File: config.mk
export PLATFORM = sky130hd
export DESIGN_NAME = sys_ctrl_port
export DESIGN_NICKNAME = d
export VERILOG_FILES = /design/src/rtl/sys_ctrl_port_pkg.sv /design/src/rtl/refresh_prescaler.sv /design/src/rtl/ctrl_reg.sv /design/src/rtl/status_read.sv /design/src/rtl/sys_ctrl_port.sv
export SDC_FILE = /design/constraint.sdc
export NUM_CORES = 1
export LEC_CHECK = 0
export CAP_MARGIN = 20
export CORE_AREA = 8 8 56 58
export DETAILED_ROUTE_END_ITERATION = 8
export DIE_AREA = 0 0 64 66
export GPL_TIMING_DRIVEN = 0
export PLACE_DENSITY = 0.69
export RECOVER_POWER = 50
export SLEW_MARGIN = 15
export SYNTH_ARGS = -nofsm -noshare
export SYNTH_HDL_FRONTEND = slang
export SYNTH_SLANG_ARGS = --single-unit
File: constraint.sdc
create_clock -name clk_i -period 1.3 [get_ports clk_i]
set_input_delay 0.39 -clock clk_i [delete_from_list [all_inputs] [get_ports clk_i]]
set_output_delay 0.39 -clock clk_i [all_outputs]
set_load 0.02 [all_outputs]
File: src/rtl/sys_ctrl_port_pkg.sv
package sys_ctrl_port_pkg;
  localparam int unsigned BYTE_W    = 8;
  localparam int unsigned GATE_BIT  = 0;
  localparam int unsigned SPKEN_BIT = 1;
  localparam int unsigned REFR_BIT  = 4;
  localparam int unsigned OUT2_BIT  = 5;

  typedef struct packed {
    logic spk_en;
    logic gate;
  } ctrl_state_t;
endpackage

File: src/rtl/refresh_prescaler.sv
module refresh_prescaler #(
  parameter int unsigned DIV = 4096
) (
  input  logic clk_i,
  input  logic rst_ni,
  output logic tog_o
);
  localparam int unsigned CW = (DIV > 2) ? $clog2(DIV) : 1;
  localparam logic [CW-1:0] LAST = CW'(DIV - 1);

  logic [CW-1:0] cnt_q;
  logic          tog_q;

  always_ff @(posedge clk_i or negedge rst_ni) begin
    if (!rst_ni) begin
      cnt_q <= '0;
      tog_q <= 1'b0;
    end else if (cnt_q == LAST) begin
      cnt_q <= '0;
      tog_q <= ~tog_q;
    end else begin
      cnt_q <= cnt_q + 1'b1;
    end
  end

  assign tog_o = tog_q;

  initial assert (DIV >= 2) else $error("prescaler DIV must be at least 2");

  p_toggle_hold_r6: assert property (@(posedge clk_i) disable iff (!rst_ni)
    (cnt_q != LAST) |=> $stable(tog_q));
  p_toggle_flip_r6: assert property (@(posedge clk_i) disable iff (!rst_ni)
    (cnt_q == LAST) |=> (tog_q != $past(tog_q)));
endmodule

File: src/rtl/ctrl_reg.sv
module ctrl_reg
  import sys_ctrl_port_pkg::*;
(
  input  logic              clk_i,
  input  logic              rst_ni,
  input  logic              wr_en_i,
  input  logic [BYTE_W-1:0] wr_data_i,
  output ctrl_state_t       state_o
);
  ctrl_state_t state_q;

  always_ff @(posedge clk_i or negedge rst_ni) begin
    if (!rst_ni) begin
      state_q <= '0;
    end else if (wr_en_i) begin
      state_q.gate   <= wr_data_i[GATE_BIT];
      state_q.spk_en <= wr_data_i[SPKEN_BIT];
    end
  end

  assign state_o = state_q;

  p_write_gate_r2: assert property (@(posedge clk_i) disable iff (!rst_ni)
    wr_en_i |=> (state_o.gate == $past(wr_data_i[GATE_BIT])));
  p_write_spken_r3: assert property (@(posedge clk_i) disable iff (!rst_ni)
    wr_en_i |=> (state_o.spk_en == $past(wr_data_i[SPKEN_BIT])));
  p_hold_no_write_r9: assert property (@(posedge clk_i) disable iff (!rst_ni)
    !wr_en_i |=> $stable(state_o));
endmodule

File: src/rtl/status_read.sv
module status_read
  import sys_ctrl_port_pkg::*;
(
  input  logic              clk_i,
  input  logic              rst_ni,
  input  logic              rd_en_i,
  input  ctrl_state_t       state_i,
  input  logic              refr_i,
  input  logic              out2_i,
  output logic [BYTE_W-1:0] rd_data_o
);
  logic [BYTE_W-1:0] status_d;
  logic [BYTE_W-1:0] rd_q;

  always_comb begin
    status_d            = '0;
    status_d[GATE_BIT]  = state_i.gate;
    status_d[SPKEN_BIT] = state_i.spk_en;
    status_d[REFR_BIT]  = refr_i;
    status_d[OUT2_BIT]  = out2_i;
  end

  always_ff @(posedge clk_i or negedge rst_ni) begin
    if (!rst_ni)      rd_q <= '0;
    else if (rd_en_i) rd_q <= status_d;
  end

  assign rd_data_o = rd_q;

  p_read_hold_r5: assert property (@(posedge clk_i) disable iff (!rst_ni)
    !rd_en_i |=> $stable(rd_data_o));
  p_read_out2_r5: assert property (@(posedge clk_i) disable iff (!rst_ni)
    rd_en_i |=> (rd_data_o[OUT2_BIT] == $past(out2_i)));
  p_read_order_r8: assert property (@(posedge clk_i) disable iff (!rst_ni)
    rd_en_i |=> (rd_data_o[GATE_BIT] == $past(state_i.gate)));
endmodule

File: src/rtl/sys_ctrl_port.sv
module sys_ctrl_port
  import sys_ctrl_port_pkg::*;
#(
  parameter int unsigned CLK_PERIOD_NS = 4,
  parameter int unsigned TOGGLE_NS     = 16384
) (
  input  logic              clk_i,
  input  logic              rst_ni,
  input  logic              wr_en_i,
  input  logic [BYTE_W-1:0] wr_data_i,
  input  logic              rd_en_i,
  output logic [BYTE_W-1:0] rd_data_o,
  input  logic              out2_i,
  output logic              gate2_o,
  output logic              spk_en_o,
  output logic              spk_o
);
  localparam int unsigned DIV = TOGGLE_NS / CLK_PERIOD_NS;

  ctrl_state_t state;
  logic        refr;

  refresh_prescaler #(.DIV(DIV)) i_presc (
    .clk_i (clk_i),
    .rst_ni(rst_ni),
    .tog_o (refr)
  );

  ctrl_reg i_reg (
    .clk_i    (clk_i),
    .rst_ni   (rst_ni),
    .wr_en_i  (wr_en_i),
    .wr_data_i(wr_data_i),
    .state_o  (state)
  );

  status_read i_rd (
    .clk_i    (clk_i),
    .rst_ni   (rst_ni),
    .rd_en_i  (rd_en_i),
    .state_i  (state),
    .refr_i   (refr),
    .out2_i   (out2_i),
    .rd_data_o(rd_data_o)
  );

  assign gate2_o  = state.gate;
  assign spk_en_o = state.spk_en;
  assign spk_o    = state.spk_en & out2_i;

  p_unused_bits_zero_r4: assert property (@(posedge clk_i) disable iff (!rst_ni)
    (rd_data_o[7:6] == 2'b00) && (rd_data_o[3:2] == 2'b00));
  p_reset_low_r1: assert property (@(posedge clk_i)
    !rst_ni |-> (!gate2_o && !spk_en_o && rd_data_o == '0));
endmodule

# Word level (Yosys, flattened, before mapping)
# Index checks and enable logic that the tools add are counted.
# word_totals
regBits	19
inputBits	13
out_inout_bits	11
word_cells	10
# op_classes
add_sub_neg	1
eq_ne	1
muxes	1
n_bitwise	2
# op_table
operator	n
12-bit by 1-bit adder with 12-bit output (second input constant)	1
12-bit == test (second input constant)	1
12-bit 2-to-1 mux	1
1-bit AND	1
1-bit NOT	1

# Longest topological paths before layout
# Gate-level depths: netlist of run 1.
# depth
word_depth	2
ltp_mapped	4
ltp_nobuf	4

# By module
# A second synthesis of run 1 with hierarchy kept.
# unflattened
hier_cells	71
hier_area_um2	869.6
# by_module_without_submodules
module	instances	cells_each	area_per_inst_um2	seq_area_each_um2
refresh_prescaler	1	53	611.8	325.3
status_read	1	13	178.9	100.1
ctrl_reg	1	4	72.6	50.0
sys_ctrl_port	1	1	6.3	0.0

# Least setup slack after synthesis of run 1
# No wires, ideal clock.
# synth_path
path_kind	register to register
startpoint	reg i_presc.cnt_q[0]
endpoint	reg i_presc.tog_q, in the netlist i_presc.tog_o
setup_time_ns	0.143
t_arrival_ns	1.201
t_required_ns	1.157
slack_ns	-0.044
path_stages_with_launch	5
n_path_buf	0
period_less_slack_ns	1.344
cell_sequence	dfrtp_1 > ha_1 > nand3_2 > nor4_4 > xor2_1
# synth_between
elab_chain_cells	1
# synth_rtl
element	line_no	text
from (decl)	refresh_prescaler.sv:11	logic [CW-1:0] cnt_q;
from (signal assigned)	refresh_prescaler.sv:22	cnt_q <= cnt_q + 1'b1;
12-bit == test	refresh_prescaler.sv:18	end else if (cnt_q == LAST) begin
to (signal assigned)	refresh_prescaler.sv:20	tog_q <= ~tog_q;
to (decl)	refresh_prescaler.sv:12	logic tog_q;
# Every way passes these cells.
# A chain may end at the register's enable or synchronous reset.

# Final worst setup path of run 1
# layout_path
startpoint	reg i_presc.cnt_q[4]
endpoint	reg i_presc.cnt_q[9]
# layout_between
elab_chain_cells	2
word_cells_on_any_way	3
cone_classes	add/sub (1); eq/ne (1); mux (1)
# layout_rtl
element	line_no
12-bit by 1-bit adder with 12-bit output / 12-bit == test (equally long branches)	refresh_prescaler.sv:22, refresh_prescaler.sv:18
12-bit 2-to-1 mux (*)	refresh_prescaler.sv:18
# Mark *: on every way between the ends. The rest lies on a longest branch, timed or not.

==> metrics.yaml, run 1 <==
pwr:
  p_int_uw: 784.2
  seqPwrFrac: 0.587
  p_total_mw: 1.055
  p_per_area_nw_per_um2: 835.2
  switching_share: 0.2570
  p_leak_nw: 0.5595
  p_switching_uw: 271.2
  ir_worst_vdd_mv: 0.5038
  p_comb_frac: 0.123
  clkPwrFrac: 0.290
outcome:
  violations: "DRC, setup timing"
  run_status: "finished with violations"
timing:
  fin_skew_ns: 0.004941
  maxSlewHeadroom: 0.3263
  period_needed_ns: 1.411
  rsz0062_at_grt: "true"
  drv_slew: 0
  worstMarginPinSlew_ns: 1.011
  hold_viol_final: 0
  setup_slack_ns: -0.1110
  fmax_ghz: 0.7087
  fin_crit_sh: 1.085
  finalSetupViolations: 4
  tns_ns: -0.2386
finish:
  drive_above_1_share: 0.5327
  num-nets-final: 122
  diodes: 0
  final_util: 0.5448
  syn_to_final_growth_pct: 45.32
synth:
  yosys_warnings: 0
  synth_top_area_cell: "dfrtp_1"
  yosys_most_used_dff: "dfrtp_1"
  ys_top_cells_by_area: "dfrtp_1 (55%), mux2_2 (7.8%), xor2_1 (5.0%), nand3_4 (4.0%), buf_4 (3.5%)"
  async_flop_share: 1.000
  synth.most_common_cell: "dfrtp_1"
  synth.top_cell.area_share: 0.5468
  ys_ff_latch: 19
  ys_seq_area_frac: 0.5468
  synth-edff-count: 0
  avgSynthCellArea_sq_um: 12.25
  netlist_instances: 71
  yosysUniqueCellTypes: 24
  synth_common_cells: "dfrtp_1 (19), mux2_2 (6), xor2_1 (5), buf_4 (4)"
  syn_area_sq_um: 869.6
placement:
  portBuffers: 13
  gp_congestion: 0.7405
  post-dp-hpwl_microns: 1190
cts:
  cts.clk_slew.worst_paths_ns: 0.11
  cts_root_buf: "clkbuf_4"
  cts.sinks: 19
  clock_latency_ns: 0.30
  cts.path.max_buffers: 2
  cts_max_level: 1
  numCtsBuffers: 3
  ctsHoldBuffers: 0
  cts_tree: "done"
critical_path:
  critPathRequiredTime_ns: 1.52
  r2r_slack_ns: -0.11
  crit_arrival_ns: 1.63
  worst-setup-path-type: "reg -> reg"
  end_kind: "flop"
  crit_path_start_kind: "flop"
  cp_max_fo: 5
floorplanning:
  dieArea_sq_um: 4224
  ios: 24
  fp.dieH_microns: 66
  fp-row-count: 18
  core-area_sq_um: 2320
  die_x_microns: 64
  initial_core_util: 0.3749
grt:
  grt_use_met2: 0.1393
  antenna_found_initial: 0
  grt_pass1_wl_microns: 2815
  grt.busiest_layer: "met2"
  grtUsageTotal: 0.08354
  met1_usage: 0.08609
  grt_pass1_vias: 640
  grtUsageMet3: 0.03051
  grt_max_degree: 20
  grt_overflow: 0
flow_run:
  max_cap_violations: 0
detailed_routing:
  ant_nets: 0
  viasPerCell: 5.007
  wl_per_cell_microns: 15.51
  drc_errors: 1
  drt_first_pass_iters: 6
  first_iter_violations: 31
  routed_wirelength_microns: 2125
  vias: 686
worst_hold_path:
  hold_class: "in -> async"
## flip-flops by register name, summed over array words and instances, names as in the netlist
| name | cells |
|---|---|
| i_presc.cnt_q | 12 |
| i_rd.rd_data_o | 4 |
| i_reg.state_o | 2 |
| i_presc.tog_o | 1 |
## kinds of logic after synthesis
family | Yosys count | share of synthesized area
buffers and inverters | 7 | 0.04748
muxes | 6 | 0.07769
adders and majority gates | 1 | 0.01439
and+or+nand+nor | 22 | 0.1856
other | 1 | 0.004312
AOI/OAI and AO/OA | 8 | 0.05323
xor gates and xnor gates | 7 | 0.07050
DFF | 19 | 0.5468
## power groups by stage
stage	clock network [mW]	logic, mW	registers (mW)
after global routing	0.336	0.139	0.625
final	0.306	0.130	0.620
after detailed placement	0	0.146	0.631
after floorplan	0	0.0433	0.655
after global placement	0	0.145	0.630
after CTS	0.306	0.130	0.619
## critical path: stages, from the launching register on
cell and delay (ns):
dfrtp_2 0.45, nand4_1 0.22, or4_4 0.46, a21oi_1 0.20
## routing by layer
metal / up-vias / part of all wire / wire [microns]
met3: 4 / 0.063 / 133
met4: 0 / 0.019 / 40
met2: 28 / 0.51 / 1082
met5: - / 0 / 0
met1: 339 / 0.41 / 868
li1: 315 / - / -
## final cells by class
type,count,area [sq um]
fillers,197,1056
flip-flops and latches,19,483.0
well taps,30,37.54
plain buffers,4,30.03
repair buffers,28,229.0
clock buffers,3,22.52
multi-input cells,49,445.4
inverters,3,11.26
clock inverters,1,5.005
## stage by stage
stage               cells  cell area (sq um)  hold WS [ns]  worst slack [ns]
floorplan              74              900.9       0.09441          -0.02874
global placement      117               1069        0.4475           -0.6602
detailed placement    117               1069        0.4642           -0.6586
CTS                   125               1105        0.4708          -0.07032
global route          137               1264        0.3095           -0.1600
finish                137               1264        0.2245           -0.1110
## final timing paths
path	cells after the start	end	startpoint
setup / recovery	3	i_presc.cnt_q[9]	i_presc.cnt_q[4]
hold / removal	1	i_presc.cnt_q[2]	rst_ni
setup reg to reg	3	i_presc.cnt_q[9]	i_presc.cnt_q[4]
hold reg to reg	1	i_presc.tog_o	i_presc.tog_o
max in group asynchronous	1	i_presc.cnt_q[0]	rst_ni
min in group clk_i	2	i_rd.rd_data_o[5]	out2_i
## cell usage in the layout (no fill, tap or decap), types with 2 or more instances in the layout
cell,instances
nand4_1,2
nor2_2,2
clkbuf_4,3
mux2_2,6
dfrtp_1,13
nor3_2,2
dfrtp_2,6
nand3_1,2
clkdlybuf4s50_1,4
nand2_1,3
buf_2,5
a21oi_1,2
xnor2_1,2
buf_4,17
conb_1,4
o21ai_0,2
buf_6,3
inv_1,3
or3_1,2
xor2_1,5
nand3_4,3
## repair_timing
item,4_1_cts,5_1_grt
cloned,0,1
buffers inserted,4,11
pin swaps,5,6
gates resized for setup,37,17
endpoints found under the setup margin,15,18
Power figures use the tool's default switching activity.
==> run 2, diff against run 1 <==
- PLACE_DENSITY: 0.69 -> default
- PLACE_DENSITY_LB_ADDON: default -> 0.15
==> run 2 against run 1 <==
Effect of this change: the flow finishes with violations (setup timing); power fell by 0.70%; sequential cell count is the same; global-route usage shrank 0.24 points; final cell count fell by 5.8%; non-clock buffer count decreased by 7; final area decreased by 9.3%; combinational power decreased by 4%; sequential power is essentially flat; clock-buffer cell count is 1 higher; wire length fell by 24%; via count is 12% lower; register-to-register slack improved by 0.08 ns.
==> metrics.yaml, run 2 (synthesis results as in run 1) <==
cts:
  cts.path.max_buffers: 2
  cts_tree: "done"
  cts_root_buf: "clkbuf_4"
  clock_latency_ns: 0.30
  cts.clk_slew.worst_paths_ns: 0.12
  ctsHoldBuffers: 0
  cts_max_level: 1
  numCtsBuffers: 3
  cts.sinks: 19
finish:
  num-nets-final: 114
  diodes: 0
  final_common_cell: "dfrtp_1"
  stdcell_area_sq_um: 1146
  largest_reg_flops: 12
  top_register: "i_presc.cnt_q"
  syn_to_final_growth_pct: 31.80
  fillers: 229
  drive_above_1_share: 0.4242
  layout_common_cells: "dfrtp_1 (15), buf_4 (11), mux2_2 (6), buf_2 (6), xor2_1 (5)"
critical_path:
  cp_cell_sequence: "and2_4 > buf_6"
  end_kind: "output pin"
  cp_slowest_cell: "dfrtp_1"
  crit_arrival_ns: 0.99
  worst-setup-path-type: "reg -> out"
  crit_path_start_kind: "flop"
  cp_max_fo: 4
  max_stage_delay_ns: 0.42
  critPathRequiredTime_ns: 0.91
timing:
  fin_skew_ns: 0.01462
  drv_slew: 0
  worstMarginPinSlew_ns: 0.9880
  fmax_ghz: 0.7226
  whs_ns: 0.2093
  rsz0062_at_grt: "true"
  hold_viol_final: 0
  fin_crit_sh: 1.064
  setup_slack_ns: -0.08382
  tns_ns: -0.1254
  maxSlewHeadroom: 0.3413
  period_needed_ns: 1.384
  finalSetupViolations: 3
grt:
  grtUsageTotal: 0.08109
  antenna_found_initial: 0
  grt_pass1_vias: 603
  grt_max_degree: 20
  grt_pass1_wl_microns: 2663
  grt_overflow: 0
placement:
  post-dp-hpwl_microns: 1085
  pre_cts_ws_ns: -0.6561
  gp_congestion: 0.7518
  portBuffers: 13
  placed_area_sq_um: 1069
flow_run:
  max_cap_violations: 0
floorplanning:
  fp-row-count: 18
  ios: 24
  die_x_microns: 64
  core-area_sq_um: 2320
  fp.dieH_microns: 66
  initial_core_util: 0.3749
  dieArea_sq_um: 4224
detailed_routing:
  drt_first_pass_iters: 3
  wl_per_cell_microns: 12.53
  first_iter_violations: 6
  drc_errors: 0
  ant_nets: 0
  vias: 601
  viasPerCell: 4.659
  routed_wirelength_microns: 1616
pwr:
  p_per_area_nw_per_um2: 914.5
  p_leak_nw: 0.5034
  ir_worst_vdd_mv: 0.6421
  p_total_mw: 1.048
outcome:
  violations: "setup timing"
  run_status: "finished with violations"
worst_hold_path:
  hold_class: "in -> async"
run 2: cell types whose count changed in the layout (fill, tap and decap cells not counted), sizes merged:
cell,change
clkinv,-1
nand3,-1
buf,-7
clkbuf,+1
run 2: path summary, 6_finish.rpt:
| kind | from | to | slack (ns) | cells after the start |
|---|---|---|---|---|
| worst max-delay path | i_reg.state_o[1] | spk_o | -0.08 | 2 |
| worst min-delay path | rst_ni | i_reg.state_o[0] | 0.21 | 1 |
| worst max register to register | i_presc.cnt_q[7] | i_presc.cnt_q[11] | -0.03 | 3 |
| worst min register to register | i_presc.tog_o | i_presc.tog_o | 0.48 | 1 |
| max in group asynchronous | rst_ni | i_presc.cnt_q[3] | 0.41 | 1 |
| min in group clk_i | out2_i | i_rd.rd_data_o[5] | 0.47 | 2 |
run 2: worst max-delay path, delay by kind of cell, from the launching register on:
family / cells / cell delay, ns
buffers and inverters: 1 / 0.12
DFF: 1 / 0.42
and+or+nand+nor: 1 / 0.15
run 2: timing repair:
item	in CTS	in global routing
setup buffers	5	3
endpoints found under the setup margin	15	15
endpoints found under the hold margin	0	0
pin swaps	5	5
cloned	0	0
gates resized for setup	36	7
run 2: per-layer routing:
metal | up-vias | track usage | part of all wire | wire length (microns)
met5 | - | 0 | 0 | 0
met4 | 0 | 0.03621 | 0.011 | 18
met3 | 2 | 0.04068 | 0.050 | 80
met2 | 8 | 0.1355 | 0.50 | 807
met1 | 293 | 0.08417 | 0.44 | 710
li1 | 298 | - | - | -
run 2: layout make-up:
type                       count  area, sq um  area share
buffer                         4        30.03     0.02620
inverter                       3        11.26    0.009825
timing repair buffer          21        157.7      0.1376
clock buffer                   4        26.28     0.02293
sequential                    19        480.5      0.4192
multi-input combinational     48        402.9      0.3515
tap                           30        37.54     0.03275
run 2: power by group:
group	switching [mW]	leakage (nW)	total, mW	internal [mW]
Clock	0.184	0.0150	0.304	0.120
Combinational	0.0682	0.253	0.125	0.0566
Sequential	0.0101	0.236	0.619	0.609
run 2: through the flow:
stage | util | std cells
after global routing | 0.4941 | 129
after floorplan | - | 74
final | 0.4941 | 129
after detailed placement | 0.4606 | 117
after CTS | 0.4779 | 126
after global placement | 0.4606 | 117
==> run 3, diff against run 2 <==
- GPL_ROUTABILITY_DRIVEN: default -> 0
- SYNTH_HIERARCHICAL: default -> 1
==> run 3 against run 2 <==
Effect of this change: the run still ends with setup timing left; worst hold slack better by 0.022 ns; clock-buffer cell count unchanged; non-clock buffer count up 5; area after synthesis unchanged; combinational power up 10%; clock skew down 0.0086 ns; register-to-register slack about the same; die area unchanged; core utilization up 1.2 points; worst setup slack better by 0.029 ns; fmax up 2.2%.
==> metrics.yaml, run 3 <==
grt:
  met1_usage: 0.08483
  antenna_found_initial: 0
  grt_use_met2: 0.1230
  grt_pass1_wl_microns: 2663
  grt_overflow: 0
  grt_pass1_vias: 590
  grt.busiest_layer: "met2"
  grtUsageTotal: 0.08062
  grtUsageMet3: 0.04068
  grt_max_degree: 20
synth:
  yosysUniqueCellTypes: 24
  synth.most_common_cell: "dfrtp_1"
  syn_area_sq_um: 869.6
  synth_top_area_cell: "dfrtp_1"
  ys_seq_area_frac: 0.5468
  netlist_instances: 71
  yosys_warnings: 6
  avgSynthCellArea_sq_um: 12.25
  synth.top_cell.area_share: 0.5468
  synth_common_cells: "dfrtp_1 (19), mux2_2 (6), xor2_1 (5), buf_4 (4)"
  synth-edff-count: 0
  ys_top_cells_by_area: "dfrtp_1 (55%), mux2_2 (7.8%), xor2_1 (5.0%), nand3_4 (4.0%), buf_4 (3.5%)"
  async_flop_share: 1.000
  ys_ff_latch: 19
  yosys_most_used_dff: "dfrtp_1"
cts:
  cts.path.max_buffers: 2
  ctsHoldBuffers: 0
  cts.sinks: 19
  cts_tree: "done"
  cts.clk_slew.worst_paths_ns: 0.11
  numCtsBuffers: 3
  cts_max_level: 1
  clock_latency_ns: 0.29
  cts_root_buf: "clkbuf_4"
timing:
  fin_skew_ns: 0.005994
  rsz0062_at_grt: "true"
  tns_ns: -0.07102
  setup_slack_ns: -0.05461
  hold_viol_final: 0
  worstMarginPinSlew_ns: 1.007
  finalSetupViolations: 2
  whs_ns: 0.2308
  period_needed_ns: 1.355
  maxSlewHeadroom: 0.3284
  fin_crit_sh: 1.042
  drv_slew: 0
  fmax_ghz: 0.7382
placement:
  placed_area_sq_um: 1069
  portBuffers: 13
  pre_cts_ws_ns: -0.6556
  post-dp-hpwl_microns: 1038
  placed_cells: 117
critical_path:
  cp_max_fo: 3
  max_stage_delay_ns: 0.41
  worst-setup-path-type: "reg -> out"
  end_kind: "output pin"
  crit_path_start_kind: "flop"
  cp_slowest_cell: "dfrtp_1"
  crit_arrival_ns: 0.96
  cp_cell_sequence: "and2_4 > buf_6"
  critPathRequiredTime_ns: 0.91
worst_hold_path:
  hold_class: "in -> async"
finish:
  diodes: 0
  drive_above_1_share: 0.4135
  largest_reg_flops: 12
  syn_to_final_growth_pct: 35.11
  num-nets-final: 119
  stdcell_count: 134
  final_common_cell: "buf_4"
  fillers: 212
  multi_input_area_sq_um: 387.9
  seq_area_sq_um: 480.5
  layout_common_cells: "buf_4 (16), dfrtp_1 (15), mux2_2 (6)"
  stdcell_area_sq_um: 1175
  top_register: "i_presc/cnt_q"
  final_util: 0.5065
floorplanning:
  initial_core_util: 0.3749
  fp.dieH_microns: 66
  core-area_sq_um: 2320
  dieArea_sq_um: 4224
  ios: 24
  fp-row-count: 18
  die_x_microns: 64
detailed_routing:
  drt_first_pass_iters: 4
  drc_errors: 0
  routed_wirelength_microns: 1673
  viasPerCell: 4.731
  ant_nets: 0
  first_iter_violations: 12
  vias: 634
  wl_per_cell_microns: 12.49
pwr:
  p_per_area_nw_per_um2: 895.4
  ir_worst_vdd_mv: 0.6054
  p_total_mw: 1.052
  p_leak_nw: 0.5301
outcome:
  violations: "setup timing"
  run_status: "finished with violations"
flow_run:
  max_cap_violations: 0
[run 3: cell counts after synthesis]
Identical to the previous run, type by type.
[run 3: repair_timing]
item | in CTS | in global routing
setup endpoints to repair | 15 | 15
buffers inserted | 6 | 7
pin swaps | 4 | 3
gates cloned | 0 | 0
resized for setup | 36 | 5
[run 3: report_power, final]
part           total, mW  internal, mW  leakage (nW)  switching [mW]
clock              0.296         0.119        0.0150           0.176
sequential         0.619         0.609         0.236         0.00944
combinational      0.138        0.0675         0.279          0.0704
total               1.05         0.796         0.530           0.256
[run 3: metal layers]
layer,wire length (microns),part of all wire
met5,0,0
met4,29,0.017
met3,164,0.098
met2,781,0.47
met1,698,0.42
[run 3: cell type report]
class | instances | share of cell area
Clock buffer | 4 | 0.02236
Sequential cell | 19 | 0.4089
Timing Repair Buffer | 26 | 0.1715
Multi-Input combinational cell | 48 | 0.3301
Inverter | 3 | 0.009585
Tap cell | 30 | 0.03195
Buffer | 4 | 0.02556
[run 3: final timing paths]
check / depth (start not counted) / endpoint / start / slack (ns)
min in group clk_i: 1 / i_presc/tog_o / i_presc/tog_o / 0.47
max in group asynchronous: 1 / i_presc/cnt_q[3] / rst_ni / 0.39
min: 1 / i_presc/cnt_q[11] / rst_ni / 0.23
max: 2 / spk_o / i_reg/state_o[1] / -0.05
min reg2reg: 1 / i_presc/tog_o / i_presc/tog_o / 0.47
max reg2reg: 5 / i_presc/tog_o / i_presc/cnt_q[1] / -0.02
[run 3: cell families after synthesis]
| family | count (synthesis) | synth area share |
|---|---|---|
| buf+inv | 7 | 0.04748 |
| simple gates | 22 | 0.1856 |
| flops | 19 | 0.5468 |
| mux | 6 | 0.07769 |
| xor+xnor | 7 | 0.07050 |
| other cells | 1 | 0.004312 |
| compound gates | 8 | 0.05323 |
| fa+ha+maj | 1 | 0.01439 |
[run 3: worst max-delay path, delay by kind of cell (launching register included)]
| kind | cells | cell delay [ns] |
|---|---|---|
| flip-flops | 1 | 0.41 |
| AND/OR/NAND/NOR | 1 | 0.14 |
| buffers and inverters | 1 | 0.12 |
